## src/rtl/irq_pkg.sv

```systemverilog
package irq_pkg;
  localparam int N_SRC        = 7;
  localparam int IDX_W        = 3;
  localparam int N_EXT        = 2;
  localparam int N_TMR        = 2;
  localparam int N_PER        = 3;
  localparam int PER_BASE     = 2 * N_EXT;
  localparam int VEC_W        = 16;
  localparam int VEC_BASE     = 3;
  localparam int VEC_STEP_LOG = 3;
  localparam int EN_W         = N_SRC + 1;
  localparam int GLOBAL_BIT   = N_SRC;
endpackage

```

## src/rtl/irq_flag_bank.sv

```systemverilog
module irq_flag_bank
  import irq_pkg::*;
(
  input  logic             clk,
  input  logic             rst_n,
  input  logic [N_EXT-1:0] ext_pin,
  input  logic [N_EXT-1:0] ext_edge,
  input  logic [N_TMR-1:0] tmr_ovf,
  input  logic [N_PER-1:0] per_req,
  input  logic [N_SRC-1:0] clr,
  output logic [N_SRC-1:0] flags
);
  logic [N_EXT-1:0] pin_q;
  logic [N_SRC-1:0] flags_d;

  genvar j;
  generate
    for (j = 0; j < N_EXT; j++) begin : g_ext
      logic rise;
      assign rise = ext_pin[j] & ~pin_q[j];
      // edge mode: latch a rising edge, a new edge wins over the clear
      assign flags_d[2*j] = ext_edge[j] ? (rise | (flags[2*j] & ~clr[2*j]))
                                        : ext_pin[j];
    end
    for (j = 0; j < N_TMR; j++) begin : g_tmr
      assign flags_d[2*j+1] = tmr_ovf[j] | (flags[2*j+1] & ~clr[2*j+1]);
    end
    for (j = 0; j < N_PER; j++) begin : g_per
      assign flags_d[PER_BASE+j] = per_req[j];
    end
  endgenerate

  always_ff @(posedge clk or negedge rst_n) begin
    if (!rst_n) begin
      pin_q <= '0;
      flags <= '0;
    end else begin
      pin_q <= ext_pin;
      flags <= flags_d;
    end
  end
endmodule

```

## src/rtl/irq_pick.sv

```systemverilog
module irq_pick #(
  parameter int N   = 7,
  parameter int IW  = 3
) (
  input  logic [N-1:0]  req,
  output logic          any,
  output logic [IW-1:0] idx
);
  always_comb begin
    any = 1'b0;
    idx = '0;
    for (int i = N - 1; i >= 0; i--) begin
      if (req[i]) begin
        any = 1'b1;
        idx = IW'(i);
      end
    end
  end
endmodule

```

## src/rtl/irq_poll_ctrl.sv

```systemverilog
module irq_poll_ctrl
  import irq_pkg::*;
(
  input  logic              clk,
  input  logic              rst_n,
  input  logic              cyc_stb,
  input  logic [N_EXT-1:0]  ext_pin,
  input  logic [N_EXT-1:0]  ext_edge,
  input  logic [N_TMR-1:0]  tmr_ovf,
  input  logic [N_PER-1:0]  per_req,
  input  logic              en_wr,
  input  logic [EN_W-1:0]   en_wdata,
  input  logic              blocked,
  input  logic              reti_stb,
  output logic              ack_o,
  output logic [IDX_W-1:0]  src_o,
  output logic [VEC_W-1:0]  vec_o,
  output logic [N_SRC-1:0]  flags_o
);
  // reset: asserted asynchronously, released on the clock
  logic [1:0] rst_sync;
  logic       rst_q;
  always_ff @(posedge clk or negedge rst_n) begin
    if (!rst_n) rst_sync <= 2'b00;
    else        rst_sync <= {rst_sync[0], 1'b1};
  end
  assign rst_q = rst_sync[1];

  logic [EN_W-1:0]  en_q,   en_d;
  logic [N_SRC-1:0] snap_q, snap_d;
  logic             act_q,  act_d;
  logic             ack_q,  ack_d;
  logic [IDX_W-1:0] src_q,  src_d;
  logic [N_SRC-1:0] clr;
  logic [N_SRC-1:0] hwclr_ok;
  logic             cand_any;
  logic [IDX_W-1:0] cand_idx;
  logic             hit;

  irq_flag_bank u_flags (
    .clk      (clk),
    .rst_n    (rst_q),
    .ext_pin  (ext_pin),
    .ext_edge (ext_edge),
    .tmr_ovf  (tmr_ovf),
    .per_req  (per_req),
    .clr      (clr),
    .flags    (flags_o)
  );

  irq_pick #(.N(N_SRC), .IW(IDX_W)) u_pick (
    .req (snap_q & en_q[N_SRC-1:0]),
    .any (cand_any),
    .idx (cand_idx)
  );

  // which sources hardware may clear on acknowledge
  genvar k;
  generate
    for (k = 0; k < N_SRC; k++) begin : g_hw
      if (k < 2 * N_EXT && (k % 2) == 0) begin : g_e
        assign hwclr_ok[k] = ext_edge[k/2];
      end else if (k < 2 * N_TMR && (k % 2) == 1) begin : g_t
        assign hwclr_ok[k] = 1'b1;
      end else begin : g_p
        assign hwclr_ok[k] = 1'b0;
      end
    end
  endgenerate

  always_comb begin
    hit = cyc_stb & en_q[GLOBAL_BIT] & ~blocked & ~act_q & cand_any;
    clr = '0;
    if (hit) clr[cand_idx] = hwclr_ok[cand_idx];

    en_d   = en_wr ? en_wdata : en_q;
    snap_d = cyc_stb ? (flags_o & ~clr) : snap_q;
    if (hit)           act_d = 1'b1;
    else if (reti_stb) act_d = 1'b0;
    else               act_d = act_q;
    ack_d = hit;
    src_d = hit ? cand_idx : src_q;
  end

  always_ff @(posedge clk or negedge rst_q) begin
    if (!rst_q) begin
      en_q   <= '0;
      snap_q <= '0;
      act_q  <= 1'b0;
      ack_q  <= 1'b0;
      src_q  <= '0;
    end else begin
      en_q   <= en_d;
      snap_q <= snap_d;
      act_q  <= act_d;
      ack_q  <= ack_d;
      src_q  <= src_d;
    end
  end

  assign ack_o = ack_q;
  assign src_o = src_q;
  assign vec_o = VEC_W'(VEC_BASE) + (VEC_W'(src_q) << VEC_STEP_LOG);

  // the strobe lasts one cycle
  p_ack_single_r5: assert property (@(posedge clk) disable iff (!rst_q)
    ack_o |=> !ack_o);
  // vector shape
  p_vec_form_r5: assert property (@(posedge clk) disable iff (!rst_q)
    ack_o |-> (vec_o[2:0] == 3'd3 && vec_o[15:6] == '0));
  // global enable gates acceptance
  p_global_r2: assert property (@(posedge clk) disable iff (!rst_q)
    ack_o |-> $past(en_q[GLOBAL_BIT]));
  // no acknowledge while in service, and acknowledge marks it
  p_not_nested_r6: assert property (@(posedge clk) disable iff (!rst_q)
    ack_o |-> ($past(!act_q) && act_q));
  // acknowledge only after an unblocked strobe
  p_poll_r7: assert property (@(posedge clk) disable iff (!rst_q)
    ack_o |-> $past(cyc_stb && !blocked));
  // an acknowledged timer flag is clear unless re-set meanwhile
  p_tmr_clr_r8: assert property (@(posedge clk) disable iff (!rst_q)
    (ack_o && src_o == IDX_W'(1) && !$past(tmr_ovf[0])) |-> !flags_o[1]);
endmodule

```

## config.mk

```make
export PLATFORM = sky130hd
export DESIGN_NAME = irq_poll_ctrl
export DESIGN_NICKNAME = d
export VERILOG_FILES = /design/src/rtl/irq_pkg.sv /design/src/rtl/irq_flag_bank.sv /design/src/rtl/irq_pick.sv /design/src/rtl/irq_poll_ctrl.sv
export SDC_FILE = /design/constraint.sdc
export NUM_CORES = 1
export LEC_CHECK = 0
export ABC_AREA = 1
export CORE_ASPECT_RATIO = 0.8
export CORE_UTILIZATION = 30
export CTS_BUF_LIST = sky130_fd_sc_hd__clkbuf_2
export CTS_CLUSTER_DIAMETER = 30
export DETAILED_ROUTE_END_ITERATION = 7
export SYNTH_ARGS = -nofsm -noshare
export SYNTH_HDL_FRONTEND = slang
export SYNTH_HIERARCHICAL = 1
export SYNTH_SLANG_ARGS = --single-unit
```

## constraint.sdc

```tcl
create_clock -name clk -period 1.4 [get_ports clk]
set_input_delay 0.42 -clock clk [delete_from_list [all_inputs] [get_ports clk]]
set_output_delay 0.42 -clock clk [all_outputs]
set_load 0.02 [all_outputs]
```

# Word level (Yosys, flattened, before mapping)
# Index checks and enable logic that the tools add are counted.
# word_totals
regBits,31
out_inout_bits,27
inputBits,23
elab_cells,62
# op_classes
n_reduce_logical,2
bitwise_logic,26
n_lt_le_gt_ge,2
mux,23
addsub,1
# ops
operator,n
bitwise AND 7 bit,3
two-way mux 3 bit,7
two-way mux 1 bit,13
bitwise AND 1 bit,10
NOT 1 bit,8
"adder 2 x 6 -> 7 bit, first input constant",1
two-way mux 7 bit,1
NOT 7 bit,1
"< comparator 3 x 4 -> 1 bit, second input constant",1
OR 1 bit,4
binary-select mux 1 bit (select 3 bit),1
demux 1 bit (select 3 bit),1
"greater-or-equal comparator 3 x 1 -> 1 bit, second input constant",1
nonzero test 2 bit,1
logical AND 1 bit,1

# Longest topological paths before layout
# Gate-level depths: netlist of run 1.
# logic_depth
ltp_word,18
mapped_depth,13
ltp_nobuf,13

# Hierarchy
# Netlist of run 1, hierarchy kept.
# by_module_without_submodules
mod,cells_per_inst,area_per_inst_um2,instances,seq_area_each_um2
irq_poll_ctrl,118,1097.3,1,550.5
irq_flag_bank,23,287.8,1,225.2
irq_pick,18,91.3,1,0.0

# Worst setup path before layout of run 1
# Ideal clock, no wire load.
# synth_path
kind,flip-flop to flip-flop
from,register snap_q[4]
to,register u_flags.flags[3]
required_time_ps,1276
path_buffers,0
arrival_time_ps,1193
synth_period_minus_slack_ps,1317
setup_ps,124
path_slack_ps,83
path_stages_with_launch,11
path_cell_list,dfrtp_1 nand2_1 inv_1 nor2_1 nand2_1 a21oi_1 inv_1 nor3_1 nand2_1 inv_1 o21bai_1
# synth_via
elab_chain_cells,15
elab_cells_between_ends,24
cone_classes,order compare: 2; mux: 15; bitwise: 6; reduce/logical: 1
# synth_rtl
element,line,rtl
start: declaration,irq_poll_ctrl.sv:30,"logic [N_SRC-1:0] snap_q, snap_d;"
start signal: assignment,irq_poll_ctrl.sv:94,snap_q <= snap_d;
bitwise AND 7 bit *,irq_poll_ctrl.sv:52,".req (snap_q & en_q[N_SRC-1:0]),"
two-way mux 3 bit * (5 in series),irq_pick.sv:13,if (req[i]) begin
net cand_idx[1],irq_poll_ctrl.sv:37,logic [IDX_W-1:0] cand_idx;
< comparator 3 x 4 -> 1 bit (implied by the code) or greater-or-equal comparator 3 x 1 -> 1 bit (tied branches),irq_poll_ctrl.sv:74,if (hit) clr[cand_idx] = hwclr_ok[cand_idx];
logical AND 1 bit (implied by the code),irq_poll_ctrl.sv:74,
two-way mux 1 bit (implied by the code),irq_poll_ctrl.sv:74,
demux 1 bit (select 3 bit),irq_poll_ctrl.sv:74,
bitwise AND 7 bit (no source line) *,-,
two-way mux 7 bit *,irq_poll_ctrl.sv:74,
net clr[3],irq_poll_ctrl.sv:34,logic [N_SRC-1:0] clr;
NOT 1 bit *,irq_flag_bank.sv:26,assign flags_d[2*j+1] = tmr_ovf[j] | (flags[2*j+1] & ~clr[2*j+1]);
bitwise AND 1 bit *,irq_flag_bank.sv:26,
OR 1 bit *,irq_flag_bank.sv:26,
net u_flags.flags_d[3],irq_flag_bank.sv:14,logic [N_SRC-1:0] flags_d;
end signal: assignment,irq_flag_bank.sv:39,flags <= flags_d;
end: declaration,irq_flag_bank.sv:11,output logic [N_SRC-1:0] flags
# Mark *: on every way through the listed nets, which the timed path passes. The rest lies on a longest branch. The select of a mux whose other input is x is not followed.
# A chain may end at the register's enable or synchronous reset.

# Worst setup path in the final report of run 1
# layout_path
from,register snap_q[6]
to,"register src_q[2], in the netlist src_o[2]"
# layout_via
elab_chain_cells,9
elab_cells_between_ends,16
cone_classes,mux: 14; bitwise: 2
# layout_rtl
element,line,rtl
bitwise AND 7 bit,irq_poll_ctrl.sv:52,
two-way mux 1 bit (7 in series),irq_pick.sv:13,
net cand_any,irq_poll_ctrl.sv:36,logic cand_any;
bitwise AND 1 bit,irq_poll_ctrl.sv:72,hit = cyc_stb & en_q[GLOBAL_BIT] & ~blocked & ~act_q & cand_any;
net ack_d,irq_poll_ctrl.sv:32,"logic ack_q, ack_d;"
end signal: assignment,irq_poll_ctrl.sv:97,src_q <= src_d;
end: declaration,irq_poll_ctrl.sv:33,"logic [IDX_W-1:0] src_q, src_d;"
# The timed path passes the listed nets, and every way through them passes these cells.

==> results_dict.tcl, run 1 <==
set metrics [dict create \
    rows 22 \
    grt_pass1_vias 1049 \
    die_height_um 64.7 \
    powerDensity_nw_per_um2 1120 \
    synth_area_um2 1480 \
    vias 1151 \
    period_needed_ns 1.54 \
    yosys-top-cells-area "dfrtp_1 (53%), nand2_1 (11%), buf_4 (8.1%)" \
    hp-class "input port to asynchronous set/reset pin" \
    peakVddDrop_mv 0.576 \
    cts_tree "yes" \
    cts_hold_buffers 0 \
    reg2reg_slack_ns -0.14 \
    yosys-top-cells-count "nand2_1 (42), dfrtp_1 (31), inv_1 (24)" \
    ios 50 \
    syn_inst 159 \
    finish.utilization 0.473 \
    violations "negative setup slack" \
    clockBufferDepth 2 \
    track_usage 0.127 \
    cap_violations 0 \
    p_switching_uw 782 \
    place_area_um2 1960 \
    setup-violations-final 13 \
    core-area_um2 4650 \
    dr.pass1.iters 4 \
    dp_hpwl_um 2160 \
    critPathKind "flop to flop" \
    async_flop_share 1.00 \
    grt_setup_unrepaired "yes" \
    antenna_found_initial 0 \
    overflow 0 \
    post-place-ws_ns -0.214 \
    final_nets 249 \
    synth.ff_latch_count 31 \
    grt_pass1_wl_um 4860 \
    timing.rr.start "snap_q[6]$_DFFE_PN0P_" \
    grt_max_degree 17 \
    ys.flop_type "dfrtp_1" \
    power_frac_seq 0.428 \
    fin_crit_sh 1.10 \
    fin_skew_ns 0.0201 \
    yosysMostFrequentCell "nand2_1" \
    die_w_um 80.4 \
    hold_violations 0 \
    worstPathMaxFanout 4 \
    drtIter0Drc 46 \
    drt-total-wl_um 2900 \
    pwr-share-clk 0.251 \
    clk_pin_slew_worst_paths_ns 0.18 \
    layout-drive-gt1-share 0.392 \
    insertion_delay_ns 0.36 \
    clock-sinks 31 \
    synth.distinct_cells 24 \
    total_leakage_power_uw 0.00113 \
    critPathLaunchType "flop" \
    synth_edf_count 0 \
    port-buffer-count 36 \
    final.setup.tns_ns -1.05 \
    synth_top_cell_by_area "dfrtp_1" \
    syn2layout_area_growth_pct 49.1 \
    gp_congestion 0.796 \
    startpoint "snap_q[6]$_DFFE_PN0P_" \
    ff2ff_path_depth 8 \
    hold_slack_ns 0.180 \
    antenna_left 0 \
    cp.required_ns 1.67 \
    cts_buffers 5 \
    diodes 0 \
    yosysTopAreaCellShare 0.525 \
    root_buffer "clkbuf_2" \
    cts_max_level 2 \
    ys_seq_area_frac 0.525 \
    p_int_uw 1690 \
    dieArea_um2 5210 \
    outcome "finished, violations left" \
    fmax_mhz 648 \
    yosysWarnings 6 \
    drc 0 \
    setup_ws_ns -0.144 \
    start_util 0.317 \
    cp-end-kind "flop" \
    post_drt_via_cell_ratio 4.01 \
    pwr-share-comb 0.321 \
    synth_area_per_cell_um2 9.29 \
    wire_per_inst_um 10.1 \
    drv_slew 0 \
    arrival_ns 1.81 \
    sw_frac_of_total 0.316 \
    r2r_end "src_o[2]$_DFFE_PN0P_" \
    finalInstanceArea_um2 2200 \
]
-- through the flow --
step / cells / total power, µW
floorplan: 171 / 1490
global placement: 266 / 1740
detailed placement: 266 / 1750
CTS: 282 / 2380
global route: 287 / 2650
finish: 287 / 2470
-- registers in the layout, indices dropped and copies added (netlist names) --
name           count
act_q              1
rst_sync           2
src_o              3
u_flags/flags      7
snap_q             7
en_q               8
u_flags/pin_q      2
ack_o              1
-- what timing repair did --
action | CTS | global route
gates resized for setup | 69 | 33
setup endpoints to repair | 23 | 26
pin swaps | 12 | 12
setup buffers | 8 | 5
-- routing by layer --
layer	GRT usage	wire (µm)	vias to the layer above	share of wire
met5	0	0	-	0
met4	0.0469	32	0	0.011
met3	0.0437	170	4	0.059
met2	0.174	1250	35	0.43
met1	0.181	1450	519	0.50
li1	-	-	593	-
-- area by class of cell --
cell class                      instances  area (µm²)
Tap cell                               60        75.1
Fill cell                             459        2450
Clock inverter                          3        43.8
Inverter                               26        97.6
Sequential cell                        31         776
Clock buffer                            5        25.0
Multi-Input combinational cell         96         579
Timing Repair Buffer                   66         604
-- cell usage in the layout, fill, tap and decap left out, drive strengths merged --
master and n:
a21oi 2, buf 44, bufinv 1, clkbuf 5
clkdlybuf4s50 22, clkinv 2, conb 14, dfrtp 31
inv 26, mux2 8, nand2 43, nand3 7
nand4 3, nor2 8, nor3 3, o21a 1
o21ai 3, o21bai 4
-- worst max path at each step --
stage	endpoint	slack [ns]	cells past startpoint
finish	src_o[2]$_DFFE_PN0P_	-0.14	8
global route	src_o[2]$_DFFE_PN0P_	-0.27	8
CTS	u_flags/flags[3]$_DFF_PN0_	-0.04	10
detailed placement	u_flags/flags[2]$_DFF_PN0_	-0.21	8
global placement	snap_q[1]$_DFFE_PN0P_	-0.19	6
floorplan	u_flags/flags[3]$_DFF_PN0_	0.08	10
-- critical path: stages (launching register included) --
cell	delay, ns
dfrtp_1	0.41
nand2_1	0.07
inv_2	0.05
nor3_4	0.24
nand4_1	0.20
nand2_1	0.16
nor2_4	0.06
buf_6	0.11
o21a_1	0.15
-- cell families after synthesis --
kind of cell	Yosys count	synth area share
AND/OR/NAND/NOR	64	0.200
buffers and inverters	44	0.158
flip-flops	31	0.525
AO/OA/AOI/OAI	10	0.0500
multiplexers	8	0.0610
other	2	0.00509
-- power groups by stage --
stage	Combinational (µW)	Sequential (µW)	Clock, µW
2_1_floorplan	368	1130	0
3_3_place_gp	675	1070	0
3_5_place_dp	680	1070	0
4_1_cts	689	1050	642
5_1_grt	867	1070	706
6_report	793	1060	622
Note: power is estimated with default switching activity, not from simulation.
==> inputs of run 2 (changes only) <==
- ABC_CLOCK_PERIOD_IN_PS: unset -> 1400
- CTS_BUF_LIST: sky130_fd_sc_hd__clkbuf_2 -> unset
==> results_dict.tcl, run 2 (synthesis gave the netlist of run 1 again) <==
set metrics [dict create \
    outcome "finished, violations left" \
    violations "negative setup slack" \
    reg.largest.list "en_q: 8 flops, snap_q: 7 flops, u_flags/flags: 7 flops" \
    path_common_cell "nand2_1" \
    crit_path_top_delay_cell "dfrtp_1" \
    insertion_delay_ns 0.28 \
    slowest_delay_ns 0.37 \
    mostFrequentLayoutCell "nand2_1" \
    fin_cells 279 \
    regMostFlops "en_q" \
    cap_violations 0 \
    cp_cell_sequence "nand2_1 > inv_2 > inv_1 > nand2_1 > nand2_1 > nand2_1 > a21oi_2 > inv_2 > nor3_1 > nand2_1 > inv_1 > o21bai_1" \
    drc 0 \
    die_height_um 64.7 \
    syn2layout_area_growth_pct 41.7 \
    worstPathMaxFanout 5 \
    core-area_um2 4650 \
    dieArea_um2 5210 \
    antenna_left 0 \
    grt_max_degree 17 \
    ios 50 \
    fin_skew_ns 0.00635 \
    grt_setup_unrepaired "yes" \
    arrival_ns 1.62 \
    final.setup.tns_ns -0.117 \
    drv_slew 0 \
    dr.pass1.iters 4 \
    layout-drive-gt1-share 0.347 \
    port-buffer-count 36 \
    die_w_um 80.4 \
    setup_ws_ns -0.0494 \
    clockBufferDepth 2 \
    cts_max_level 2 \
    peakVddDrop_mv 0.607 \
    fmax_mhz 690 \
    critPathLaunchType "flop" \
    hold_violations 0 \
    hp-class "flop to asynchronous set/reset pin" \
    total_leakage_power_uw 0.00108 \
    track_usage 0.125 \
    post_drt_via_cell_ratio 4.01 \
    reg2reg_slack_ns -0.05 \
    cts_buffers 5 \
    period_needed_ns 1.45 \
    diodes 0 \
    dp_hpwl_um 2160 \
    dp_cells 266 \
    start_util 0.317 \
    overflow 0 \
    grt_pass1_wl_um 4820 \
    critPathKind "flop to flop" \
    gp_congestion 0.796 \
    clk_pin_slew_worst_paths_ns 0.07 \
    cp.required_ns 1.57 \
    cp-end-kind "flop" \
    root_buffer "clkbuf_8" \
    cts_hold_buffers 0 \
    drt-total-wl_um 2800 \
    antenna_found_initial 0 \
    vias 1118 \
    rows 22 \
    fin_crit_sh 1.04 \
    wire_per_inst_um 10.0 \
    drtIter0Drc 27 \
    setup-violations-final 5 \
    clock-sinks 31 \
    cts_tree "yes" \
    final_nets 241 \
    grt_pass1_vias 1044 \
    largest_reg_flops 8 \
    final_cell_mix "nand2_1 (42), dfrtp_1 (31), clkdlybuf4s50_1 (22)" \
    powerDensity_nw_per_um2 1240 \
]
[run 2: cell types whose count changed in the layout (fill, tap and decap cells not counted), sizes merged]
cell           change
dlygate4sd2        +1
clkdlybuf4s15      +1
buf               -22
clkbuf            +12
[run 2: area by class of cell]
class / count / area (µm²)
clock inverters: 3 / 43.8
repair buffers: 58 / 489
fillers: 469 / 2560
clock buffers: 5 / 68.8
inverters: 26 / 97.6
multi-input cells: 96 / 542
well taps: 60 / 75.1
flip-flops and latches: 31 / 776
[run 2: worst max-delay path: cells and delay by family (launching register included)]
kind                   cells  cell delay, ns
buffers and inverters      4            0.26
flip-flops                 1            0.37
AO/OA/AOI/OAI              2            0.21
AND/OR/NAND/NOR            6            0.49
[run 2: where the power goes]
part	switching [µW]	leakage, µW	internal (µW)
combinational	367	0.000663	302
clock	343	0.0000581	529
sequential	58.5	0.000362	993
[run 2: per-stage QoR]
step | utilization | hold slack (ns) | area [µm²] | setup WS, ns | power [µW]
after floorplan | - | 0.124 | 1520 | 0.0829 | 1490
after global placement | 0.421 | 0.198 | 1960 | -0.193 | 1740
after detailed placement | 0.421 | 0.203 | 1960 | -0.214 | 1750
after CTS | 0.457 | 0.209 | 2130 | -0.0364 | 2640
after global routing | 0.450 | 0.250 | 2090 | -0.156 | 2750
final | 0.450 | 0.198 | 2090 | -0.0494 | 2590
[run 2: path summary, 6_finish.rpt]
kind	from	to	depth (start not counted)
worst max-delay path	en_q[4]$_DFFE_PN0P_	u_flags/flags[1]$_DFF_PN0_	12
worst min-delay path	rst_sync[1]$_DFF_PN0_	u_flags/flags[1]$_DFF_PN0_	1
worst max register to register	en_q[4]$_DFFE_PN0P_	u_flags/flags[1]$_DFF_PN0_	12
worst min register to register	rst_sync[1]$_DFF_PN0_	u_flags/flags[1]$_DFF_PN0_	1
max in group asynchronous	rst_n	rst_sync[1]$_DFF_PN0_	1
min in group clk	rst_sync[0]$_DFF_PN0_	rst_sync[1]$_DFF_PN0_	0
[run 2: layer usage]
| layer | share of wire | track usage | vias to the layer above | routed length (µm) |
|---|---|---|---|---|
| met1 | 0.51 | 0.180 | 499 | 1430 |
| met2 | 0.42 | 0.172 | 36 | 1170 |
| met3 | 0.061 | 0.0394 | 4 | 170 |
| met5 | 0 | 0 | - | 0 |
| met4 | 0.0096 | 0.0469 | 0 | 27 |
| li1 | - | - | 579 | - |
[run 2: timing repair]
item / CTS / global route
endpoints found under the setup margin: 22 / 25
hold endpoints to repair: 0 / 0
setup buffers: 4 / 1
pin swaps: 14 / 14
gates resized for setup: 38 / 19
